## config.mk

```make
export PLATFORM = sky130hd
export DESIGN_NAME = lcdmux_timing
export DESIGN_NICKNAME = d
export VERILOG_FILES = /design/src/rtl/lcdmux_pkg.sv /design/src/rtl/lcdmux_seq.sv /design/src/rtl/lcdmux_enc.sv /design/src/rtl/lcdmux_hc.sv /design/src/rtl/lcdmux_timing.sv
export SDC_FILE = /design/constraint.sdc
export NUM_CORES = 1
export LEC_CHECK = 0
export ABC_AREA = 1
export BUFFER_PORTS_ARGS = -buffer_cell sky130_fd_sc_hd__clkbuf_2
export CAP_MARGIN = 20
export CORE_MARGIN = 2
export CORE_UTILIZATION = 49
export CTS_CLUSTER_DIAMETER = 30
export CTS_CLUSTER_SIZE = 12
export DETAILED_ROUTE_END_ITERATION = 8
export PLACE_DENSITY_LB_ADDON = 0.3
export SYNTH_ARGS = -nofsm -noshare
export SYNTH_HDL_FRONTEND = slang
export SYNTH_SLANG_ARGS = --single-unit
```

## constraint.sdc

```tcl
create_clock -name clk -period 2.4 [get_ports clk]
set_input_delay 0.24 -clock clk [delete_from_list [all_inputs] [get_ports clk]]
set_output_delay 0.24 -clock clk [all_outputs]
set_load 0.02 [all_outputs]
```

## src/rtl/lcdmux_pkg.sv

```systemverilog
package lcdmux_pkg;
  typedef logic [1:0] lvl_t;
  localparam lvl_t LVL_GND       = 2'b00;
  localparam lvl_t LVL_ONE_THIRD = 2'b01;
  localparam lvl_t LVL_TWO_THIRD = 2'b10;
  localparam lvl_t LVL_FULL      = 2'b11;
endpackage

```

## src/rtl/lcdmux_seq.sv

```systemverilog
// Slot / half / tick sequencer with slave realignment.
module lcdmux_seq #(
  parameter int NUM_BP     = 4,
  parameter int HALF_TICKS = 125,
  parameter int SLOT_W     = 2,
  parameter int CYC_W      = 7
) (
  input  logic              clk,
  input  logic              rst,
  input  logic              tick,
  input  logic              master_sel,
  input  logic              fsync_in,
  output logic [SLOT_W-1:0] slot,
  output logic              half,
  output logic              slot_load,
  output logic [SLOT_W-1:0] load_slot,
  output logic              resync,
  output logic              frame_mark
);
  localparam logic [CYC_W-1:0]  CYC_LAST  = CYC_W'(HALF_TICKS - 1);
  localparam logic [SLOT_W-1:0] SLOT_LAST = SLOT_W'(NUM_BP - 1);

  logic [CYC_W-1:0] cyc;
  logic             fs_prev;
  logic             slot_end;
  logic             frame_end;

  always_comb begin
    resync    = !master_sel && fsync_in && !fs_prev;
    slot_end  = tick && half && (cyc == CYC_LAST);
    frame_end = slot_end && (slot == SLOT_LAST);
    slot_load = rst || resync || slot_end;
    if (rst || resync || frame_end) load_slot = '0;
    else                            load_slot = slot + 1'b1;
  end

  always_ff @(posedge clk) begin
    if (rst) begin
      cyc        <= '0;
      half       <= 1'b0;
      slot       <= '0;
      fs_prev    <= 1'b0;
      frame_mark <= 1'b0;
    end else begin
      fs_prev    <= fsync_in;
      frame_mark <= frame_end && !resync;
      if (resync) begin
        cyc  <= '0;
        half <= 1'b0;
        slot <= '0;
      end else if (tick) begin
        if (cyc == CYC_LAST) begin
          cyc  <= '0;
          half <= !half;
          if (half) slot <= load_slot;
        end else begin
          cyc <= cyc + 1'b1;
        end
      end
    end
  end

  // without a tick or resync the position is frozen
  a_r8_hold_without_tick: assert property (@(posedge clk) disable iff (rst)
    (!tick && !resync) |=> ($stable(slot) && $stable(half)));

  // slot index only steps forward by one or wraps to plane 0
  a_r1_slot_forward: assert property (@(posedge clk) disable iff (rst)
    $changed(slot) |-> ((slot == $past(slot) + 1'b1) || (slot == '0)));

  // a sync edge in slave mode restarts at plane 0, first half
  a_r6_resync_restart: assert property (@(posedge clk) disable iff (rst)
    resync |=> ((slot == '0) && !half));
endmodule

```

## src/rtl/lcdmux_enc.sv

```systemverilog
// Level-code encoder, one registered code per plane.
module lcdmux_enc
  import lcdmux_pkg::*;
#(
  parameter int NUM_BP = 4,
  parameter int NUM_FP = 32,
  parameter int SLOT_W = 2
) (
  input  logic                clk,
  input  logic                rst,
  input  logic [SLOT_W-1:0]   slot,
  input  logic                half,
  input  logic [NUM_FP-1:0]   blk,
  output logic [2*NUM_BP-1:0] bp_next,
  output logic [2*NUM_BP-1:0] bp_lvl,
  output logic [2*NUM_FP-1:0] fp_lvl
);
  logic [2*NUM_FP-1:0] fp_next;
  logic [NUM_BP-1:0]   bp_active;
  logic [NUM_FP-1:0]   fp_lsb;

  for (genvar i = 0; i < NUM_BP; i++) begin : g_bp
    always_comb begin
      if (rst)                       bp_next[2*i +: 2] = (i == 0) ? LVL_FULL : LVL_ONE_THIRD;
      else if (slot == SLOT_W'(i))   bp_next[2*i +: 2] = half ? LVL_GND : LVL_FULL;
      else                           bp_next[2*i +: 2] = half ? LVL_TWO_THIRD : LVL_ONE_THIRD;
    end
    assign bp_active[i] = (bp_lvl[2*i+1] == bp_lvl[2*i]);
  end

  for (genvar j = 0; j < NUM_FP; j++) begin : g_fp
    always_comb begin
      if (rst)         fp_next[2*j +: 2] = LVL_TWO_THIRD;
      else if (blk[j]) fp_next[2*j +: 2] = half ? LVL_FULL : LVL_GND;
      else             fp_next[2*j +: 2] = half ? LVL_ONE_THIRD : LVL_TWO_THIRD;
    end
    assign fp_lsb[j] = fp_lvl[2*j];
  end

  always_ff @(posedge clk) begin
    bp_lvl <= bp_next;
    fp_lvl <= fp_next;
  end

  // exactly one backplane carries an active (00/11) code
  a_r2_one_active: assert property (@(posedge clk) disable iff (rst)
    $countones(bp_active) == 1);

  // every frontplane sits in the opposite half-phase to the backplanes
  a_r3_fp_phase: assert property (@(posedge clk) disable iff (rst)
    fp_lsb == {NUM_FP{~bp_lvl[0]}});
endmodule

```

## src/rtl/lcdmux_hc.sv

```systemverilog
// High-current window timer, counted in oscillator ticks.
module lcdmux_hc #(
  parameter int BP_BITS  = 8,
  parameter int HC_TICKS = 4,
  parameter int HC_W     = 3
) (
  input  logic               clk,
  input  logic               rst,
  input  logic               tick,
  input  logic [BP_BITS-1:0] bp_next,
  input  logic [BP_BITS-1:0] bp_cur,
  output logic               hc_strobe
);
  logic [HC_W-1:0] hc_cnt;
  logic            load;

  assign load      = (bp_next != bp_cur);
  assign hc_strobe = |hc_cnt;

  always_ff @(posedge clk) begin
    if (rst)                       hc_cnt <= '0;
    else if (load)                 hc_cnt <= HC_W'(HC_TICKS);
    else if (tick && hc_cnt != '0) hc_cnt <= hc_cnt - 1'b1;
  end

  // a backplane change is always accompanied by the strobe
  a_r7_strobe_on_change: assert property (@(posedge clk) disable iff (rst)
    (!$stable(bp_cur) && !$past(rst)) |-> hc_strobe);

  // the window closes only on an oscillator tick
  a_r7_drop_on_tick: assert property (@(posedge clk) disable iff (rst)
    ($fell(hc_strobe) && !$past(rst)) |-> $past(tick));
endmodule

```

## src/rtl/lcdmux_timing.sv

```systemverilog
module lcdmux_timing
  import lcdmux_pkg::*;
#(
  parameter int NUM_BP     = 4,
  parameter int NUM_FP     = 32,
  parameter int HALF_TICKS = 125,
  parameter int HC_TICKS   = 4
) (
  input  logic                       clk,
  input  logic                       rst,
  input  logic                       osc_tick,
  input  logic                       master_sel,
  input  logic                       fsync_in,
  input  logic [NUM_BP*NUM_FP-1:0]   disp_word,
  output logic                       fsync_out,
  output logic [2*NUM_BP-1:0]        bp_lvl,
  output logic [2*NUM_FP-1:0]        fp_lvl,
  output logic                       hc_strobe
);
  localparam int SLOT_W = (NUM_BP > 1) ? $clog2(NUM_BP) : 1;
  localparam int CYC_W  = $clog2(HALF_TICKS + 1);
  localparam int HC_W   = $clog2(HC_TICKS + 1);

  logic [SLOT_W-1:0]   slot;
  logic                half;
  logic                slot_load;
  logic [SLOT_W-1:0]   load_slot;
  logic                resync;
  logic                frame_mark;
  logic [NUM_FP-1:0]   blk;
  logic [2*NUM_BP-1:0] bp_next;

  lcdmux_seq #(
    .NUM_BP(NUM_BP), .HALF_TICKS(HALF_TICKS), .SLOT_W(SLOT_W), .CYC_W(CYC_W)
  ) u_seq (
    .clk(clk), .rst(rst), .tick(osc_tick), .master_sel(master_sel),
    .fsync_in(fsync_in), .slot(slot), .half(half), .slot_load(slot_load),
    .load_slot(load_slot), .resync(resync), .frame_mark(frame_mark)
  );

  // Block capture only at slot boundaries (and reset / resync).
  always_ff @(posedge clk) begin
    if (slot_load) blk <= disp_word[int'(load_slot)*NUM_FP +: NUM_FP];
  end

  lcdmux_enc #(
    .NUM_BP(NUM_BP), .NUM_FP(NUM_FP), .SLOT_W(SLOT_W)
  ) u_enc (
    .clk(clk), .rst(rst), .slot(slot), .half(half), .blk(blk),
    .bp_next(bp_next), .bp_lvl(bp_lvl), .fp_lvl(fp_lvl)
  );

  lcdmux_hc #(
    .BP_BITS(2*NUM_BP), .HC_TICKS(HC_TICKS), .HC_W(HC_W)
  ) u_hc (
    .clk(clk), .rst(rst), .tick(osc_tick), .bp_next(bp_next),
    .bp_cur(bp_lvl), .hc_strobe(hc_strobe)
  );

  always_ff @(posedge clk) begin
    if (rst) fsync_out <= 1'b0;
    else     fsync_out <= master_sel && frame_mark;
  end

  // the sync pulse coincides with plane 0 active, first half
  a_r5_sync_with_plane0: assert property (@(posedge clk) disable iff (rst)
    fsync_out |-> (bp_lvl[1:0] == LVL_FULL));

  // a slave never drives the sync output
  a_r6_slave_quiet: assert property (@(posedge clk) disable iff (rst)
    (!master_sel && !$past(master_sel)) |-> !fsync_out);
endmodule

```

# ---- After elaboration in Yosys (flattened, before gate mapping)
# Index checks and enable logic that the tools add are counted.
dict set report totals {
  rom_bits 0
  latchBits 0
  elab_cells 91
  mem_bits_rw 0
  n_memories 0
  in_bits 133
  out_inout_bits 74
  register_bits 120
}
dict set report classes {
  bitwise_logic 0
  n_addsub 3
  mux 48
  n_lt_le_gt_ge 0
  eq_ne 5
  n_shift 1
  multipliers 0
  n_reduce_logical 23
  n_div 0
}
# op count
set ops {}
lappend ops {{indexed part select 128 x 8 -> 32 bit} 1}
lappend ops {{2-to-1 mux 2 bit} 45}
lappend ops {{logical AND 1 bit} 8}
lappend ops {{!= test 8 bit} 1}
lappend ops {{adder 7 x 1 -> 7 bit, second input constant} 1}
lappend ops {{equality test 7 bit, second input constant} 1}
lappend ops {{2-to-1 mux 7 bit} 1}
lappend ops {{2-to-1 mux 3 bit} 2}
lappend ops {{equality test 2 bit, second input constant} 2}
lappend ops {{logical NOT 1 bit} 4}
lappend ops {{OR reduction 2 bit} 2}
lappend ops {{logical OR 1 bit} 3}
lappend ops {{AND reduction 3 bit} 1}
lappend ops {{nonzero test 3 bit} 1}
lappend ops {{OR reduction 3 bit} 1}
lappend ops {{subtractor 3 x 1 -> 3 bit, second input constant} 1}
lappend ops {{adder 2 x 1 -> 2 bit, second input constant} 1}
lappend ops {{equality test 2 x 1 -> 1 bit, second input constant} 1}
lappend ops {{logical NOT 2 bit} 1}
lappend ops {{AND reduction 2 bit} 1}
lappend ops {{nonzero test 2 bit} 1}

# ---- Logic depth before layout (Yosys ltp)
# Gate-level depths: netlist of run 1.
dict set report logic_depth {
  ltp_word 7
  mapped_depth 13
}

# ---- Modules after synthesis
# A second synthesis of run 1 with hierarchy kept.
dict set report unflattened {
  hier_cells 722
  area_unflattened_um2 5039.8
}
# mod instances seq_area_each_um2 area_each_um2 cells_per_inst
set modules_own_cells {}
lappend modules_own_cells {lcdmux_timing 1 980.9 2551.2 409}
lappend modules_own_cells {lcdmux_enc 1 760.7 1557.7 173}
lappend modules_own_cells {lcdmux_seq 1 240.2 635.6 91}
lappend modules_own_cells {lcdmux_hc 1 60.1 295.3 49}

# ---- Worst setup path after synthesis of run 1
# OpenSTA, ideal clock, no wires.
dict set report synth_path {
  kind {flip-flop to flip-flop}
  startpoint {register u_seq.cyc[1]}
  endpoint {register blk[0], enable pin}
  slack_ns 0.440
  arrival_time_ns 1.568
  path_buffers 0
  stages_incl_launch_ff 7
  synth_period_minus_slack_ns 1.960
  t_required_ns 2.008
  cell_sequence {dfxtp_1 > inv_1 > ha_1 > inv_1 > nor2_2 > nand3_1 > nand2_1}
}
dict set report synth_between {
  elab_chain_cells 3
}
# item line_no
set synth_rtl {}
lappend synth_rtl {{start, declared} lcdmux_seq.sv:23} ;# logic [CYC_W-1:0] cyc;
lappend synth_rtl {{start signal, assigned} lcdmux_seq.sv:57} ;# cyc <= cyc + 1'b1;
lappend synth_rtl {{equality test 7 bit} lcdmux_seq.sv:30} ;# slot_end = tick && half && (cyc == CYC_LAST);
lappend synth_rtl {{logical AND 1 bit} lcdmux_seq.sv:30}
lappend synth_rtl {{logical OR 1 bit} lcdmux_seq.sv:32} ;# slot_load = rst || resync || slot_end;
lappend synth_rtl {{named net slot_load} lcdmux_timing.sv:26} ;# logic slot_load;
lappend synth_rtl {{end signal, assigned} lcdmux_timing.sv:43} ;# if (slot_load) blk <= disp_word[int'(load_slot)*NUM_FP +: NUM_FP];
lappend synth_rtl {{end, declared} lcdmux_timing.sv:30} ;# logic [NUM_FP-1:0] blk;
# The timed path passes the listed nets, and every way through them passes these cells.
# A chain may end at the register's enable or synchronous reset.

# ---- Worst setup path in the final report of run 1
dict set report layout_path {
  startpoint {register u_seq.cyc[1]}
  endpoint {register blk[30], data pin}
}
dict set report layout_between {
  elab_chain_cells 6
}
# item line_no
set layout_rtl {}
lappend layout_rtl {{equality test 7 bit} lcdmux_seq.sv:30}
lappend layout_rtl {{logical AND 1 bit} lcdmux_seq.sv:30}
lappend layout_rtl {{logical AND 1 bit} lcdmux_seq.sv:31} ;# frame_end = slot_end && (slot == SLOT_LAST);
lappend layout_rtl {{logical OR 1 bit} lcdmux_seq.sv:33} ;# if (rst || resync || frame_end) load_slot = '0;
lappend layout_rtl {{2-to-1 mux 2 bit} lcdmux_seq.sv:33}
lappend layout_rtl {{indexed part select 128 x 8 -> 32 bit} lcdmux_timing.sv:43}
# No other way between the ends.

==> results.txt, run 1 <==
status - completed
Final ANT Viol Nets - 0
largest family of logic cells by synthesized area - simple AND/OR/NAND/NOR gates
Synth Flop Type - dfxtp_1
first-pass GRT wire length - 20.1 mm
initial antenna violation count - 0
CTS Hold Bufs - 0
Setup Fix Bufs, Post-CTS - 0
routability congestion estimate - 0.839
kind of critical path - flip-flop to flip-flop
Synthesized Nets - 857
deepest clock path buffer count - 2
final hold violations - 0
Worst Tran Pin Value - 812 ps
Critical-path top delay cell - dfxtp_1
CP cell instances - inv_1, ha_1, inv_1, nor2_2, nand4_4, nand3_2, buf_12, nand2_1, nand3_1, nand2_1
H-Tree Depth - 3
Relative slew margins - 0.458
post-synthesis compound-gate area fraction - 0.0736
core area - 10,300 um^2
M1 GR Usage - 0.254
adder-cell share of the synthesized area - 0.0194
startpoint types - flip-flop
fin nets - 1,003
non-filler instance count after layout - 1,003
GRT met2 Usage - 0.395
Max-Cap Viols - 0
setup repair after global routing missed its margin - false
drt drc - 0
drt first pass iters - 5
Tot GR Track Use - 0.219
met3 Use GR - 0.0480
Post-Synth XOR/XNOR Area - 0.00339
num ports - 207
largest net degree at the start of global routing - 66
dpl cells - 987
Max Clk Rate - 0.528 GHz
PostCTS Resize Cnt - 0
#FFs+latches synth - 86
Fin Setup TNS - 0 ps
Crit path max-delay family - simple AND/OR/NAND/NOR gates
n_diodes - 0
clock transition at the registers of the reported paths - 80 ps
DR vias/cell - 4.85
worst skew pair latency - 360 ps
Root Buffer - clkbuf_8
Post-synth EDFFs - 32
peak supply drop - 329 uV
post-synthesis mux area share - 0
Hold Crit Class - input pin to flip-flop
Final setup viols - 0
DR iter-0 viols - 248
Buf+Inv Stages, Crit Path - 3
Mapped Cells - 716
CTS tree - done
slowest stage delay, CP - 330 ps
Worst EP required - 2510 ps
Die X - 107 um
die span in y - 107 um
leak pwr - 3.45 nW
simple-gate share of the synthesized area - 0.282
Clock Sinks - 86
hpwl dp - 8.87 mm
Area growth, synth to finish - 18.3%
Mean Syn Cell Area - 7.22 um^2
Fillers - 1,001
Final Slew Violations - 0
global route overflow - 0
Port Buffer Count - 206
min Tclk post-route - 1890 ps
Final Skew - 8.70 ps
vias in the first global route - 4,445
vias - 4,866
most frequent cells in the layout - clkbuf_2, inv_1, nand2_1
Row Count - 37
Tcrit/Tclk final - 0.789
DRT Wirelength - 12.4 mm
CP Max Fanout - 65
CP endpoint kind - flip-flop
most common cell after layout, fill and taps aside - clkbuf_2
Worst EP arrival - 2000 ps
wire length per cell - 12.3 um
Syn. warnings - 0
power density cells - 544 nW/um^2
share of cells above drive strength 1 - 0.280
Initial Utilization - 0.503
synth unique cells - 27
GR peak layer - met2
TritonCTS Buffers - 9
Async SR Flop Fraction - 0
cell area after synthesis - 5170 um^2
Seq/Total Area, Yosys - 0.395
die area - 11,400 um^2
[cells in the mapped netlist, drive strengths merged (2+ instances only)]
cell / number / area share
clkbuf: 6 / 0.0044
dfxtp: 54 / 0.21
nand4: 70 / 0.086
nand2: 127 / 0.093
xor2: 2 / 0.0034
a21oi: 37 / 0.038
nor3: 5 / 0.0048
nand3: 78 / 0.077
o21ai: 34 / 0.033
nor3b: 4 / 0.0058
inv: 162 / 0.12
nor2: 18 / 0.014
ha: 8 / 0.019
edfxtp: 32 / 0.19
buf: 76 / 0.10
[power by group]
part,internal (W),switching (W)
registers,0.00164,0.0000410
logic,0.000278,0.000403
clock network,0.000466,0.000495
[worst min-delay path, cell delays in order]
cell	delay, ps
clkbuf_2	90
nand2_1	50
nor2_1	30
[cell families (layout without fill, tap and decap cells)]
group | after synthesis | in the layout
AOI/OAI and AO/OA | 73 | 73
buffers and inverters | 244 | 395
DFF | 86 | 86
and+or+nand+nor | 303 | 303
xor gates and xnor gates | 2 | 2
adders and majority gates | 8 | 8
[final timing paths]
path / slack [ps] / startpoint / endpoint / cells past startpoint
worst min-delay path: 100 / master_sel / fsync_out$_SDFF_PP0_ / 3
worst max-delay path: 510 / u_seq.cyc[1]$_SDFFE_PP0P_ / blk[30]$_DFFE_PP_ / 10
worst min register to register: 440 / u_seq.frame_mark$_SDFF_PP0_ / fsync_out$_SDFF_PP0_ / 2
worst max register to register: 510 / u_seq.cyc[1]$_SDFFE_PP0P_ / blk[30]$_DFFE_PP_ / 10
[state kept, by name, indices dropped and copies added, names as in the netlist]
signal,count
u_enc.fp_lvl,33
blk,32
u_seq.cyc,7
u_enc.bp_lvl,5
u_hc.hc_cnt,3
u_seq.slot,2
fsync_out,1
u_seq.frame_mark,1
u_seq.fs_prev,1
u_seq.half,1
[routing by layer]
layer | vias to the layer above | wire length [um] | share of wire
li1 | 2547 | - | -
met1 | 2108 | 4820 | 0.39
met2 | 201 | 6340 | 0.51
met3 | 10 | 1050 | 0.085
met4 | 0 | 150 | 0.012
met5 | - | 0 | 0
[cell type report]
| cell class | instances | area (um^2) | area share |
|---|---|---|---|
| multi-input cells | 386 | 1970 | 0.322 |
| inverters | 162 | 608 | 0.0995 |
| clock buffers | 13 | 170 | 0.0278 |
| repair buffers | 217 | 1140 | 0.186 |
| well taps | 136 | 170 | 0.0278 |
| clock inverters | 3 | 16.3 | 0.00266 |
| flip-flops and latches | 86 | 2040 | 0.334 |
[metrics by stage]
step / hold WS (ps) / util / worst slack (ps) / instance area, um^2 / power [W]
final: 102 / 0.595 / 505 / 6110 / 0.00333
after global routing: 114 / 0.595 / 335 / 6110 / 0.00351
after CTS: 97.3 / 0.595 / 517 / 6110 / 0.00335
after detailed placement: 422 / 0.577 / 547 / 5930 / 0.00240
after global placement: 415 / 0.577 / 595 / 5930 / 0.00239
after floorplan: 354 / - / 440 / 5170 / 0.00217
Note: power is estimated with default switching activity, not from simulation.
==> run 2: changes to the inputs <==
- clock period: 2.4 -> 1.8 ns (I/O delays scaled with it)
==> results.txt, run 2 (synthesis gave the netlist of run 1 again) <==
RR Startpoint - u_seq.cyc[1]$_SDFFE_PP0P_
share of cells above drive strength 1 - 0.289 (+0.00902)
power density cells - 724 nW/um^2 (+33%)
Reg power frac - 0.493 (-0.013)
Sequential cell area - 2040 um^2 (unchanged)
Hold Crit Class - input pin to flip-flop
Max-Cap Viols - 0 (unchanged)
die span in y - 107 um (unchanged)
Hold Path Sink - fsync_out$_SDFF_PP0_
Worst Tran Pin Value - 428 ps (-383 ps)
hpwl dp - 8.97 mm (+1.2%)
largest net degree at the start of global routing - 51 (-23%)
Final ANT Viol Nets - 0 (unchanged)
clock transition at the registers of the reported paths - 80 ps (about the same)
worst skew pair latency - 350 ps (about the same)
min Tclk post-route - 1700 ps (-197 ps)
global route overflow - 0 (unchanged)
DR iter-0 viols - 204 (-18%)
status - completed
routability congestion estimate - 0.791 (-5.7%)
R2R Path End - blk[17]$_DFFE_PP_
Relative slew margins - 0.714 (+0.256)
wire length per cell - 12.1 um (-2.1%)
Root Buffer - clkbuf_8
non-filler instance count after layout - 1,014 (+1.1%)
min-delay src - master_sel
power after layout - 0.00456 W (+37%)
Initial Utilization - 0.503 (unchanged)
Gate power share - 0.206 (about the same)
Internal - 0.00329 W (+38%)
CP endpoint kind - flip-flop
most common cell after layout, fill and taps aside - clkbuf_2
CP cell instances - inv_1, ha_1, inv_1, nor2_4, nand4_4, nand3_4, clkbuf_16, nand2_1, nand3_1, nand2_1
Area growth, synth to finish - 22.0%
deepest clock path buffer count - 2 (unchanged)
DRT Wirelength - 12.2 mm (-1.1%)
first-pass GRT wire length - 19.8 mm (-1.4%)
Port Buffer Count - 206 (unchanged)
fin area - 6300 um^2 (+3.1%)
Worst EP required - 1920 ps (-590 ps)
core area - 10,300 um^2 (unchanged)
Reg with most FFs - u_enc.fp_lvl
reg2reg path depth - 10 (unchanged)
startpoint types - flip-flop
multi-input combinational cell area - 1980 um^2 (+0.64%)
die area - 11,400 um^2 (unchanged)
hold-critical path depth - 3 (unchanged)
drt first pass iters - 4 (-1)
n_diodes - 0 (unchanged)
Max Clk Rate - 0.589 GHz (+12%)
vias - 4,919 (+1.1%)
final hold violations - 0 (unchanged)
H-Tree Depth - 3 (unchanged)
Final Slew Violations - 0 (unchanged)
slowest stage delay, CP - 340 ps (about the same)
leak pwr - 3.54 nW (+2.7%)
origin of the worst setup path - u_seq.cyc[1]$_SDFFE_PP0P_
Final setup viols - 0 (unchanged)
Buf+Inv Stages, Crit Path - 3 (unchanged)
Setup Fix Bufs, Post-CTS - 0 (unchanged)
sw power - 0.00127 W (+35%)
CTS Hold Bufs - 0 (unchanged)
largest registers - u_enc.fp_lvl: 33 flops, blk: 32 flops, u_seq.cyc: 7 flops
Final Skew - 6.29 ps (-2.41 ps)
Tcrit/Tclk final - 0.943 (+0.154)
Post-DP Area - 6050 um^2 (+2.1%)
CTS tree - done
switching part of the total power - 0.278 (-0.00397)
Fillers - 995 (-0.60%)
TritonCTS Buffers - 9 (unchanged)
num ports - 207 (unchanged)
R2R Setup Slk - 100 ps (-400 ps)
Clk pwr share - 0.302 (+0.013)
fin nets - 1,014 (+1.1%)
kind of critical path - flip-flop to flip-flop
Worst EP arrival - 1810 ps (-190 ps)
Die X - 107 um (unchanged)
Crit path max-delay family - simple AND/OR/NAND/NOR gates
DR vias/cell - 4.85 (about the same)
CP Max Fanout - 20 (-69%)
initial antenna violation count - 0 (unchanged)
Clock Sinks - 86 (unchanged)
Fin Setup TNS - 0 ps (unchanged)
dpl cells - 997 (+1.0%)
Critical-path top delay cell - dfxtp_1
most frequent cells in the layout - clkbuf_2, inv_1, nand2_1
drt drc - 0 (unchanged)
vias in the first global route - 4,463 (+0.40%)
Row Count - 37 (unchanged)
peak supply drop - 419 uV (+27%)
max reg flops - 33 (unchanged)
Tot GR Track Use - 0.216 (-0.00353)
-- run 2: power by group through the flow --
stage                     logic (W)  clock network, W  registers (W)
after floorplan            0.000541                 0        0.00235
after global placement     0.000921                 0        0.00229
after detailed placement   0.000931                 0        0.00230
after CTS                  0.000936           0.00141        0.00225
after global routing        0.00107           0.00149        0.00227
final                      0.000939           0.00138        0.00225
-- run 2: layout make-up --
| class | instances | area share |
|---|---|---|
| clock buffer | 14 | 0.0310 |
| clock inverter | 2 | 0.00159 |
| inverter | 162 | 0.0969 |
| multi-input combinational | 386 | 0.314 |
| sequential | 86 | 0.324 |
| tap | 136 | 0.0270 |
| timing repair buffer | 228 | 0.205 |
-- run 2: repair_timing --
action,CTS,global route
gates cloned,0,1
gates resized for setup,1,3
pin swaps,0,1
endpoints found under the setup margin,9,31
-- run 2: worst max path at each step --
| stage | end | slack, ps | depth (start not counted) |
|---|---|---|---|
| finish | blk[17]$_DFFE_PP_ | 100 | 10 |
| CTS | blk[6]$_DFFE_PP_ | 30 | 10 |
| global route | blk[0]$_DFFE_PP_ | -8 | 10 |
| detailed placement | blk[31]$_DFFE_PP_ | 10 | 9 |
| global placement | blk[6]$_DFFE_PP_ | 80 | 10 |
| floorplan | blk[25]$_DFFE_PP_ | 50 | 9 |
-- run 2: tightest hold or removal path, cell delays in order --
cell and delay [ps]:
clkbuf_2 90, nand2_1 50, nor2_1 30
-- run 2: metrics by stage --
step	setup WS, ps	hold slack [ps]	utilization
2_1_floorplan	47.9	294	-
3_3_place_gp	80.3	415	0.589
3_5_place_dp	14.8	416	0.589
4_1_cts	25.4	34.0	0.609
5_1_grt	-8.16	44.5	0.613
6_report	102	41.3	0.613
-- run 2: layer usage --
layer / wire, um / up-vias / track usage
li1: - / 2568 / -
met1: 4910 / 2153 / 0.245
met2: 6200 / 183 / 0.399
met3: 924 / 15 / 0.0480
met4: 194 / 0 / 0.0724
met5: 0 / - / 0
==> run 3: changes to the inputs <==
- CORE_MARGIN: 2 -> 1
==> results.txt, run 3 (synthesis gave the netlist of run 1 again) <==
share of cells above drive strength 1 - 0.309 (+0.0193)
hold-critical path depth - 3 (unchanged)
startpoint types - flip-flop
Final ANT Viol Nets - 0 (unchanged)
Critical-path top delay cell - dfxtp_1
Initial Utilization - 0.503 (unchanged)
deepest clock path buffer count - 2 (unchanged)
Row Count - 37 (unchanged)
Root Buffer - clkbuf_8
power density cells - 723 nW/um^2 (-0.20%)
min-delay src - fsync_in
Max-Cap Viols - 0 (unchanged)
multi-input combinational cell area - 2020 um^2 (+2.0%)
Clock Sinks - 86 (unchanged)
H-Tree Depth - 3 (unchanged)
Port Buffer Count - 206 (unchanged)
RR Startpoint - u_seq.cyc[4]$_SDFFE_PP0P_
CP dominant cell by count - nand2_1
Die X - 105 um (-1.9%)
wire length per cell - 13.1 um (+8.2%)
Worst EP arrival - 1840 ps (+30 ps)
drt drc - 0 (unchanged)
R2R Path End - blk[8]$_DFFE_PP_
vias in the first global route - 4,352 (-2.5%)
largest registers - u_enc.fp_lvl: 33 flops, blk: 32 flops, u_seq.cyc: 7 flops
Hold Path Sink - u_seq.fs_prev$_SDFF_PP0_
most common cell after layout, fill and taps aside - clkbuf_2
min Tclk post-route - 1730 ps (+37.3 ps)
DR vias/cell - 5.02 (+3.4%)
Worst Tran Pin Value - 428 ps (+0.0583 ps)
core area - 10,300 um^2 (unchanged)
leak pwr - 3.66 nW (+3.4%)
Reg with most FFs - u_enc.fp_lvl
Final Slew Violations - 0 (unchanged)
CP cell instances - nand2_1, nor2_4, nand4_4, nand3_4, clkbuf_16, nand2_1, nand3_1, nand2_1
Area growth, synth to finish - 27.1%
peak supply drop - 499 uV (+19%)
DRT Wirelength - 13.4 mm (+9.6%)
routability congestion estimate - 0.811 (+2.5%)
Tot GR Track Use - 0.221 (+0.00470)
DR iter-0 viols - 259 (+27%)
CP Max Fanout - 7 (-65%)
Final setup viols - 0 (unchanged)
hpwl dp - 8.87 mm (-1.1%)
die area - 11,000 um^2 (-3.7%)
kind of critical path - flip-flop to flip-flop
num ports - 207 (unchanged)
reg2reg path depth - 8 (-2)
dpl cells - 995 (-0.20%)
TritonCTS Buffers - 9 (unchanged)
Relative slew margins - 0.714 (about the same)
drt first pass iters - 5 (+1)
fin nets - 1,027 (+1.3%)
slowest stage delay, CP - 370 ps (+30 ps)
Fillers - 950 (-4.5%)
die span in y - 105 um (-1.9%)
CTS Hold Bufs - 0 (unchanged)
Hold Crit Class - input pin to flip-flop
largest net degree at the start of global routing - 53 (+3.9%)
Max Clk Rate - 0.576 GHz (-2.2%)
Worst EP required - 1910 ps (about the same)
Fin Setup TNS - 0 ps (unchanged)
CTS tree - done
max reg flops - 33 (unchanged)
initial antenna violation count - 0 (unchanged)
worst hold slack - 48.9 ps (+7.56 ps)
CP endpoint kind - flip-flop
final hold violations - 0 (unchanged)
R2R Setup Slk - 70 ps (-40 ps)
global route overflow - 0 (unchanged)
worst skew pair latency - 350 ps (about the same)
non-filler instance count after layout - 1,027 (+1.3%)
clock transition at the registers of the reported paths - 90 ps (about the same)
Tcrit/Tclk final - 0.964 (+0.0207)
first-pass GRT wire length - 19.5 mm (-1.8%)
vias - 5,152 (+4.7%)
status - completed
Sequential cell area - 2050 um^2 (+0.24%)
most frequent cells in the layout - clkbuf_2, inv_1, nand2_1
Final Skew - 13.3 ps (+7.02 ps)
n_diodes - 0 (unchanged)
-- run 3: critical path: cells and delay by family (launching register included) --
kind          cells  cell delay, ps
flops             1             370
simple gates      7             950
buf+inv           1             190
-- run 3: final cells by class --
type,count,area share
clock buffer,14,0.0330
clock inverter,2,0.00248
inverter,162,0.0934
multi-input combinational,387,0.308
sequential,86,0.312
tap,136,0.0259
timing repair buffer,240,0.226
-- run 3: layer usage --
layer | GRT usage | wire [um] | vias to the layer above
li1 | - | - | 2604
met1 | 0.253 | 5210 | 2241
met2 | 0.401 | 6620 | 269
met3 | 0.0462 | 1160 | 38
met4 | 0.0825 | 410 | 0
met5 | 0 | 0 | -
-- run 3: report_power, final --
part / switching, W / internal (W)
Clock: 0.000695 / 0.000796
Combinational: 0.000569 / 0.000435
Sequential: 0.0000587 / 0.00219
-- run 3: stage by stage --
step / power [W] / util / area, um^2 / worst slack, ps
3_3_place_gp: 0.00321 / 0.585 / 6010 / 38.9
2_1_floorplan: 0.00289 / - / 5170 / 47.9
4_1_cts: 0.00470 / 0.608 / 6250 / 22.3
6_report: 0.00475 / 0.639 / 6560 / 65.2
3_5_place_dp: 0.00322 / 0.585 / 6010 / -10.2
5_1_grt: 0.00499 / 0.639 / 6560 / -28.0
-- run 3: what timing repair did --
| item | in CTS | in global routing |
|---|---|---|
| setup buffers | 0 | 6 |
| gates resized for setup | 1 | 19 |
| setup endpoints to repair | 32 | 32 |
| pin swaps | 0 | 2 |
| gates cloned | 0 | 11 |
-- run 3: how the worst max path moves through the flow --
stage | start | endpoint | slack, ps
6_report | u_seq.cyc[4]$_SDFFE_PP0P_ | blk[8]$_DFFE_PP_ | 70
3_3_place_gp | u_seq.cyc[0]$_SDFFE_PP0P_ | blk[27]$_DFFE_PP_ | 40
5_1_grt | u_seq.cyc[4]$_SDFFE_PP0P_ | blk[25]$_DFFE_PP_ | -30
2_1_floorplan | u_seq.slot[0]$_SDFFE_PP0P_ | blk[25]$_DFFE_PP_ | 50
4_1_cts | u_seq.cyc[1]$_SDFFE_PP0P_ | blk[20]$_DFFE_PP_ | 20
3_5_place_dp | u_seq.cyc[0]$_SDFFE_PP0P_ | blk[16]$_DFFE_PP_ | -10
